[src/rtl/uart_irq_pkg.sv]
package uart_irq_pkg;
   localparam int unsigned EN_W  = 4;
   localparam int unsigned SRC_N = 4;
   localparam int unsigned ID_W  = 4;

   // Enable register bit positions
   localparam int unsigned EN_RX    = 0;
   localparam int unsigned EN_THR   = 1;
   localparam int unsigned EN_LINE  = 2;
   localparam int unsigned EN_MODEM = 3;

   // Source rank, index 0 is the highest priority
   localparam int unsigned RK_LINE  = 0;
   localparam int unsigned RK_RX    = 1;
   localparam int unsigned RK_THR   = 2;
   localparam int unsigned RK_MODEM = 3;

   typedef enum logic [ID_W-1:0] {
      ID_MODEM   = 4'h0,
      ID_NONE    = 4'h1,
      ID_THR     = 4'h2,
      ID_RXDATA  = 4'h4,
      ID_LINE    = 4'h6,
      ID_TIMEOUT = 4'hC
   } irq_id_e;
endpackage

[src/rtl/uart_irq_enable_reg.sv]
module uart_irq_enable_reg
   import uart_irq_pkg::*;
(
   input  logic            clk,
   input  logic            rst_n,
   input  logic            wr,
   input  logic [EN_W-1:0] wdata,
   output logic [EN_W-1:0] en,
   output logic            thr_en_rise
);
   always_ff @(posedge clk or negedge rst_n) begin
      if (!rst_n) en <= '0;
      else if (wr) en <= wdata;
   end

   assign thr_en_rise = wr && wdata[EN_THR] && !en[EN_THR];

   AST_IER_LOAD: assert property (@(posedge clk) disable iff (!rst_n)
      wr |=> en == $past(wdata));
endmodule

[src/rtl/uart_irq_pending.sv]
module uart_irq_pending
   import uart_irq_pkg::*;
(
   input  logic clk,
   input  logic rst_n,
   input  logic line_err,
   input  logic lsr_rd,
   input  logic msr_chg,
   input  logic msr_rd,
   input  logic thr_empty,
   input  logic thr_wr,
   input  logic thr_en_rise,
   input  logic iir_rd_thr,
   output logic line_pend,
   output logic modem_pend,
   output logic thr_pend
);
   localparam int unsigned STICKY_N = 2;

   logic [STICKY_N-1:0] st_set, st_clr, st_q;
   assign st_set = {msr_chg, line_err};
   assign st_clr = {msr_rd,  lsr_rd};

   for (genvar g = 0; g < STICKY_N; g++) begin : g_sticky
      always_ff @(posedge clk or negedge rst_n) begin
         if (!rst_n)         st_q[g] <= 1'b0;
         else if (st_set[g]) st_q[g] <= 1'b1;
         else if (st_clr[g]) st_q[g] <= 1'b0;
      end
   end

   assign line_pend  = st_q[0];
   assign modem_pend = st_q[1];

   logic thr_q;
   logic thr_set;
   always_ff @(posedge clk or negedge rst_n) begin
      if (!rst_n) thr_q <= 1'b1;
      else        thr_q <= thr_empty;
   end

   assign thr_set = thr_empty && (!thr_q || thr_en_rise);

   always_ff @(posedge clk or negedge rst_n) begin
      if (!rst_n)                    thr_pend <= 1'b0;
      else if (thr_set)              thr_pend <= 1'b1;
      else if (thr_wr || iir_rd_thr) thr_pend <= 1'b0;
   end

   AST_LSR_CLEAR: assert property (@(posedge clk) disable iff (!rst_n)
      (lsr_rd && !line_err) |=> !line_pend);
   AST_MSR_CLEAR: assert property (@(posedge clk) disable iff (!rst_n)
      (msr_rd && !msr_chg) |=> !modem_pend);
   AST_THR_WR_CLEAR: assert property (@(posedge clk) disable iff (!rst_n)
      (thr_wr && !thr_empty) |=> !thr_pend);
   AST_SET_WINS: assert property (@(posedge clk) disable iff (!rst_n)
      line_err |=> line_pend);
endmodule

[src/rtl/uart_irq_prio.sv]
module uart_irq_prio
   import uart_irq_pkg::*;
#(
   parameter bit TIMEOUT_EN = 1'b1
) (
   input  logic [SRC_N-1:0] act,
   input  logic             rx_by_tmo,
   output irq_id_e          id,
   output logic             any
);
   function automatic irq_id_e code_of(int unsigned rank, logic tmo);
      case (rank)
         RK_LINE:  return ID_LINE;
         RK_RX:    return (TIMEOUT_EN && tmo) ? ID_TIMEOUT : ID_RXDATA;
         RK_THR:   return ID_THR;
         default:  return ID_MODEM;
      endcase
   endfunction

   always_comb begin
      any = 1'b0;
      id  = ID_NONE;
      for (int i = SRC_N - 1; i >= 0; i--) begin
         if (act[i]) begin
            any = 1'b1;
            id  = code_of(i, rx_by_tmo);
         end
      end
   end
endmodule

[src/rtl/uart_irq_ident.sv]
module uart_irq_ident
   import uart_irq_pkg::*;
#(
   parameter bit TIMEOUT_EN = 1'b1,
   parameter bit REG_IRQ    = 1'b1
) (
   input  logic       clk,
   input  logic       rst_n,
   input  logic       ier_wr,
   input  logic [3:0] ier_wdata,
   output logic [3:0] ier_rdata,
   input  logic       rx_ready,
   input  logic       rx_timeout,
   input  logic       line_err,
   input  logic       lsr_rd,
   input  logic       msr_chg,
   input  logic       msr_rd,
   input  logic       thr_empty,
   input  logic       thr_wr,
   input  logic       iir_rd,
   input  logic       fifo_en,
   input  logic       out2,
   output logic [7:0] iir_rdata,
   output logic       irq
);
   localparam int unsigned FLAG_W = 2;

   if (EN_W != 4) begin : g_bad_en_w
      $error("enable register must be four bits wide");
   end
   if (SRC_N != 4) begin : g_bad_src_n
      $error("priority encoder expects four ranked sources");
   end

   logic [EN_W-1:0]  en;
   logic             thr_en_rise;
   logic             line_pend, modem_pend, thr_pend;
   logic [SRC_N-1:0] act;
   logic             rx_src, rx_by_tmo;
   irq_id_e          id;
   logic             any;
   logic             iir_rd_thr;

   uart_irq_enable_reg u_en (
      .clk(clk), .rst_n(rst_n), .wr(ier_wr), .wdata(ier_wdata),
      .en(en), .thr_en_rise(thr_en_rise)
   );

   uart_irq_pending u_pend (
      .clk(clk), .rst_n(rst_n),
      .line_err(line_err), .lsr_rd(lsr_rd),
      .msr_chg(msr_chg), .msr_rd(msr_rd),
      .thr_empty(thr_empty), .thr_wr(thr_wr),
      .thr_en_rise(thr_en_rise), .iir_rd_thr(iir_rd_thr),
      .line_pend(line_pend), .modem_pend(modem_pend), .thr_pend(thr_pend)
   );

   if (TIMEOUT_EN) begin : g_tmo
      assign rx_src    = rx_ready || rx_timeout;
      assign rx_by_tmo = !rx_ready;
   end else begin : g_no_tmo
      assign rx_src    = rx_ready;
      assign rx_by_tmo = 1'b0;
   end

   always_comb begin
      act           = '0;
      act[RK_LINE]  = line_pend  && en[EN_LINE];
      act[RK_RX]    = rx_src     && en[EN_RX];
      act[RK_THR]   = thr_pend   && en[EN_THR];
      act[RK_MODEM] = modem_pend && en[EN_MODEM];
   end

   uart_irq_prio #(.TIMEOUT_EN(TIMEOUT_EN)) u_prio (
      .act(act), .rx_by_tmo(rx_by_tmo), .id(id), .any(any)
   );

   assign iir_rd_thr = iir_rd && (id == ID_THR);
   assign iir_rdata  = {{FLAG_W{fifo_en}}, 2'b00, id};
   assign ier_rdata  = en;

   if (REG_IRQ) begin : g_irq_reg
      logic irq_q;
      always_ff @(posedge clk or negedge rst_n) begin
         if (!rst_n) irq_q <= 1'b0;
         else        irq_q <= out2 && any;
      end
      assign irq = irq_q;

      AST_IRQ_GATED: assert property (@(posedge clk) disable iff (!rst_n)
         !out2 |=> !irq);
   end else begin : g_irq_comb
      assign irq = out2 && any;
   end

   AST_IDLE_CODE: assert property (@(posedge clk) disable iff (!rst_n)
      iir_rdata[0] |-> (iir_rdata[3:1] == 3'b000));
   AST_FIFO_FLAGS: assert property (@(posedge clk) disable iff (!rst_n)
      iir_rdata[7:4] == {fifo_en, fifo_en, 2'b00});
   AST_LINE_TOP: assert property (@(posedge clk) disable iff (!rst_n)
      (line_pend && en[EN_LINE]) |-> (iir_rdata[3:0] == 4'h6));
   AST_THR_READ_KEEP: assert property (@(posedge clk) disable iff (!rst_n)
      (iir_rd && thr_pend && (iir_rdata[3:0] != 4'h2) && !thr_wr) |=> thr_pend);
endmodule

[config.mk]
export PLATFORM = sky130hd
export DESIGN_NAME = uart_irq_ident
export DESIGN_NICKNAME = d
export VERILOG_FILES = /design/src/rtl/uart_irq_pkg.sv /design/src/rtl/uart_irq_enable_reg.sv /design/src/rtl/uart_irq_pending.sv /design/src/rtl/uart_irq_prio.sv /design/src/rtl/uart_irq_ident.sv
export SDC_FILE = /design/constraint.sdc
export NUM_CORES = 1
export LEC_CHECK = 0
export ABC_AREA = 1
export ABC_CLOCK_PERIOD_IN_PS = 1600
export CELL_PAD_IN_SITES_DETAIL_PLACEMENT = 0
export CELL_PAD_IN_SITES_GLOBAL_PLACEMENT = 1
export CORE_MARGIN = 1.5
export CORE_UTILIZATION = 24
export DETAILED_ROUTE_END_ITERATION = 7
export GPL_TIMING_DRIVEN = 0
export PLACE_DENSITY = 0.91
export SYNTH_ARGS = -nofsm -noshare
export SYNTH_HDL_FRONTEND = slang
export SYNTH_SLANG_ARGS = --single-unit
[constraint.sdc]
create_clock -name clk -period 1.6 [get_ports clk]
set_clock_uncertainty 0.2 [all_clocks]
set_input_delay 0.4 -clock clk [delete_from_list [all_inputs] [get_ports clk]]
set_output_delay 0.4 -clock clk [all_outputs]
set_load 0.05 [all_outputs]
=== Word level (Yosys, flattened, before mapping) ===
Cells that the tools add are included.

* Eq/ne operators: 1
* Multiplexer cells: 15
* Reductions and logical operators: 17

{| class="wikitable"
|+ Operators by type and width
! kind !! count
|-
| $mux 4 || 4
|-
| $mux 1 || 11
|-
| $logic_and 1x1->1 || 9
|-
| $reduce_bool 2->1 || 3
|-
| $eq 4x2->1 const B || 1
|-
| $logic_or 1x1->1 || 3
|-
| $logic_not 1->1 || 2
|}

* Bits in registers: 9
* Logic and storage cells: 39

=== Longest topological paths before layout ===
* Depth in word-level cells: 10
* Depth in mapped cells: 6

=== By module ===
From an unflattened synthesis, not the netlist that was laid out.

* Cell total of the unflattened synthesis: 65
* Area total of the unflattened synthesis: 473.0 um2

{| class="wikitable"
|+ By module, submodules not included
! module !! instances !! cells each !! area each (um2) !! sequential area each (um2)
|-
| uart_irq_enable_reg || 1 || 18 || 152.6 || 100.1
|-
| uart_irq_pending || 1 || 14 || 146.4 || 101.3
|-
| uart_irq_ident || 1 || 21 || 121.4 || 25.0
|-
| uart_irq_prio || 1 || 12 || 52.6 || 0.0
|}

=== Worst setup path before layout ===
Ideal clock, no wire load.

* Kind: flip-flop to output port
* From: register u_en.en[0]
* To: output iir_rdata[3]
* Data arrival time: 1,981 ps
* Data required time: 1,000 ps
* Slack: -981 ps
* Stages on the path, launching flop included: 3
* Cells stage by stage: dfrtp_1 -> o21ai_4 -> nor3b_1

* Cells in the longest elaborated chain, start to end: 3

{| class="wikitable"
|+ Ends and longest elaborated chain
! what !! RTL line !! source
|-
| from (decl) || uart_irq_enable_reg.sv:8 || <nowiki>output logic [EN_W-1:0] en,</nowiki>
|-
| from (signal assigned) || uart_irq_enable_reg.sv:13 || <nowiki>else if (wr) en <= wdata;</nowiki>
|-
| $logic_and 1x1->1 || uart_irq_ident.sv:69 || <nowiki>act[RK_RX] = rx_src && en[EN_RX];</nowiki>
|-
| $mux 4 (2 in series) || uart_irq_prio.sv:24 || <nowiki>if (act[i]) begin</nowiki>
|-
| to (decl) || uart_irq_ident.sv:23 || <nowiki>output logic [7:0] iir_rdata,</nowiki>
|}

No other way between the ends.

=== Worst setup path after layout ===
* From: register u_en.en[1]
* To: output iir_rdata[0]

* Cells in the longest elaborated chain, start to end: 4

{| class="wikitable"
|+ Ends and longest elaborated chain
! what !! RTL line !! source
|-
| $logic_and 1x1->1 || uart_irq_ident.sv:70 || <nowiki>act[RK_THR] = thr_pend && en[EN_THR];</nowiki>
|-
| $mux 4 (3 in series) || uart_irq_prio.sv:24 ||
|}

No other way between the ends.

==> metrics.txt <==
vias in the first global route=376; worst-skew pair later-pin latency=0.25 ns; gp weighted congestion=about 0.63; Die H=roughly 46 um; gr usage total=10.39%; VDD IR-drop max=0.0003807 V; RR Endpoint=irq$_DFF_PN0_; Starting Density=25.58%; pin count of the biggest net entering global routing=10; via count=432; reg-to-reg slack, setup=about 0.37 ns; pre-CTS setup slack=-1.188 ns; failing checks=setup timing; Worst EP arrival=1.19 ns; MaxCap Viol Count=0; global-route wire length before repair=1518 um; CP startpoint kind=flip-flop; Critical Path RT=1.00 ns; Synth cell types=15; fillers=182; Fin. Hold Viols=0; core area=0.001727 mm^2; ant diodes=0; Top delay family on crit path=flip-flops; synthesized area=441.7 um^2; Yosys reg bits=9; area post-placement=774.5 um^2; clock sinks=9; clock slew at reported path FFs=0.06 ns; Die ar.=0.002107 mm^2; Final min period=1.791 ns; Setup TNS=-0.5480 ns; Mapped Avg Cell Area=9.397 um^2; # hold bufs at CTS=0; Post-DP HPWL=775.9 um; leading area contributor after synthesis=dfrtp_1; CTS tree=built; Final Core Density=48.26%; Ys Warns=0; Yosys top cell area share=approximately 45%; WP buf/inv=3; 1st-pass router iterations=2; achievable frequency=558.5 MHz; slowest CP cell=dfrtp_2; Max FO, Critical Path=3; IO Count=31; Area Growth Syn to Fin=88.67%; crit-path max cell delay=0.42 ns; Design Power=0.7379 mW; fin crit share=111.9%; WL final=983 um; Cell Chain, Critical Path=nand2_2, nand2_1, inv_1, nand3_2, clkinvlp_4, buf_8; sequential-to-total area share from yosys stat=51.27%; average wire per standard cell=between 9 and 10 um; initial antenna violation count=0; final net count=103; Power Dens Cells=885.5 mW/mm^2; DRC Markers=0; WS Path Type=reg2out; CTS H-tree depth=1; Hold WC Path Type=in2async; share of cells above drive strength 1=46.43%; I/O Buffers=27; grt ovf=0; die width=45.90 um; Final setup viols=6; fin. max-slew vios=0; ranking of synthesized cells by area=dfrtp_1 45%, nand2_1 9.3%, mux2_2 7.6%; fin area=approximately 830 um^2; R2R cell count=7; DRT iter0 DRCs=1; CTS Buf Count=3; Via density=3.963; status=complete, but fails checks; LEAKAGE=0.4046 nW; Syn Inst Count=47; reg2reg start=u_en.en[1]$_DFFE_PN0P_; Crit. End Element=output pin; final setup margin=-0.1906 ns; FP Rows=15; Antenna Violating Nets Remaining=0; clk buf depth=2; CTS root buffer=clkbuf_4; RSZ-0062 raised after global routing=yes
-- layout make-up --
class / instances / area [um^2] / area share (%)
repair buffers: 32 / 292.8 / 35.14
flip-flops and latches: 9 / 231.5 / 27.78
multi-input cells: 27 / 187.7 / 22.52
inverters: 8 / 33.78 / 4.054
well taps: 25 / 31.28 / 3.754
plain buffers: 4 / 30.03 / 3.604
clock buffers: 4 / 26.28 / 3.153
-- synth_stat cells, drive strengths merged --
cell and count:
buf 4, nor3b 1, nand2 11, mux2 3
dfstp 1, o21ai 3, nor2 2, conb 1
dfrtp 8, inv 8, nand3 3, o21bai 2
-- through the flow --
step                hold slack (ns)  instances
floorplan                  -0.09559         48
global placement             0.3048        100
detailed placement           0.3089        100
CTS                          0.2406        104
global route                 0.2461        109
finish                       0.2335        109
-- flip-flops by register name, summed over array words and instances, names as in the netlist --
register / cells
u_en.en: 4
irq: 1
u_pend.line_pend: 1
u_pend.modem_pend: 1
u_pend.thr_pend: 1
u_pend.thr_q: 1
-- per-layer routing --
| layer | track usage [%] | up-vias | part of all wire, % |
|---|---|---|---|
| li1 | - | 214 | - |
| met1 | 13.17 | 197 | 39 |
| met2 | 15.00 | 21 | 52 |
| met3 | 3.175 | 0 | 9.2 |
| met4 | 6.857 | 0 | 0 |
| met5 | 0 | - | 0 |
-- what timing repair did --
item	CTS	global route
pin swaps	4	2
resized for setup	65	1
setup buffers	0	5
endpoints found under the setup margin	11	4
-- report_power, final --
| group | internal, mW | total, mW | switching (mW) |
|---|---|---|---|
| Sequential | 0.250 | 0.267 | 0.0167 |
| Clock | 0.0959 | 0.172 | 0.0765 |
| Combinational | 0.126 | 0.298 | 0.172 |
-- logic make-up after synthesis --
family | synth area share [%]
other | 0.8490
AO/OA/AOI/OAI | 9.346
buffers and inverters | 13.60
AND/OR/NAND/NOR | 17.28
multiplexers | 7.648
flip-flops | 51.28
-- worst register-to-register path, stage by stage (launching register included) --
cell	delay, ns
dfrtp_2	0.42
nand2_2	0.08
nand2_1	0.04
inv_1	0.05
nand3_2	0.10
buf_4	0.16
nand2_1	0.05
inv_1	0.03
-- cells in the final DEF (no fill, tap or decap), types with 2 or more instances in the layout --
master           count
buf_8                2
nor2_1               2
mux2_2               3
clkdlybuf4s50_1     14
dfrtp_1              4
buf_2                6
nand2_2              2
dfrtp_2              4
o21bai_1             2
dlygate4sd2_1        2
buf_6                3
inv_1                7
nand3_2              2
clkbuf_4             3
buf_4                8
conb_1               2
nand2_1              8
-- worst max-delay path by stage --
stage | cells after the start | end | slack (ns) | startpoint
2_1_floorplan | 2 | iir_rdata[3] | -0.18 | u_en.en[0]$_DFFE_PN0P_
3_3_place_gp | 5 | iir_rdata[0] | -1.17 | rx_ready
3_5_place_dp | 5 | iir_rdata[0] | -1.19 | rx_ready
4_1_cts | 6 | iir_rdata[0] | -0.23 | u_en.en[1]$_DFFE_PN0P_
5_1_grt | 6 | iir_rdata[0] | -0.27 | u_en.en[1]$_DFFE_PN0P_
6_report | 6 | iir_rdata[0] | -0.19 | u_en.en[1]$_DFFE_PN0P_
(Power assumes the default switching activity.)
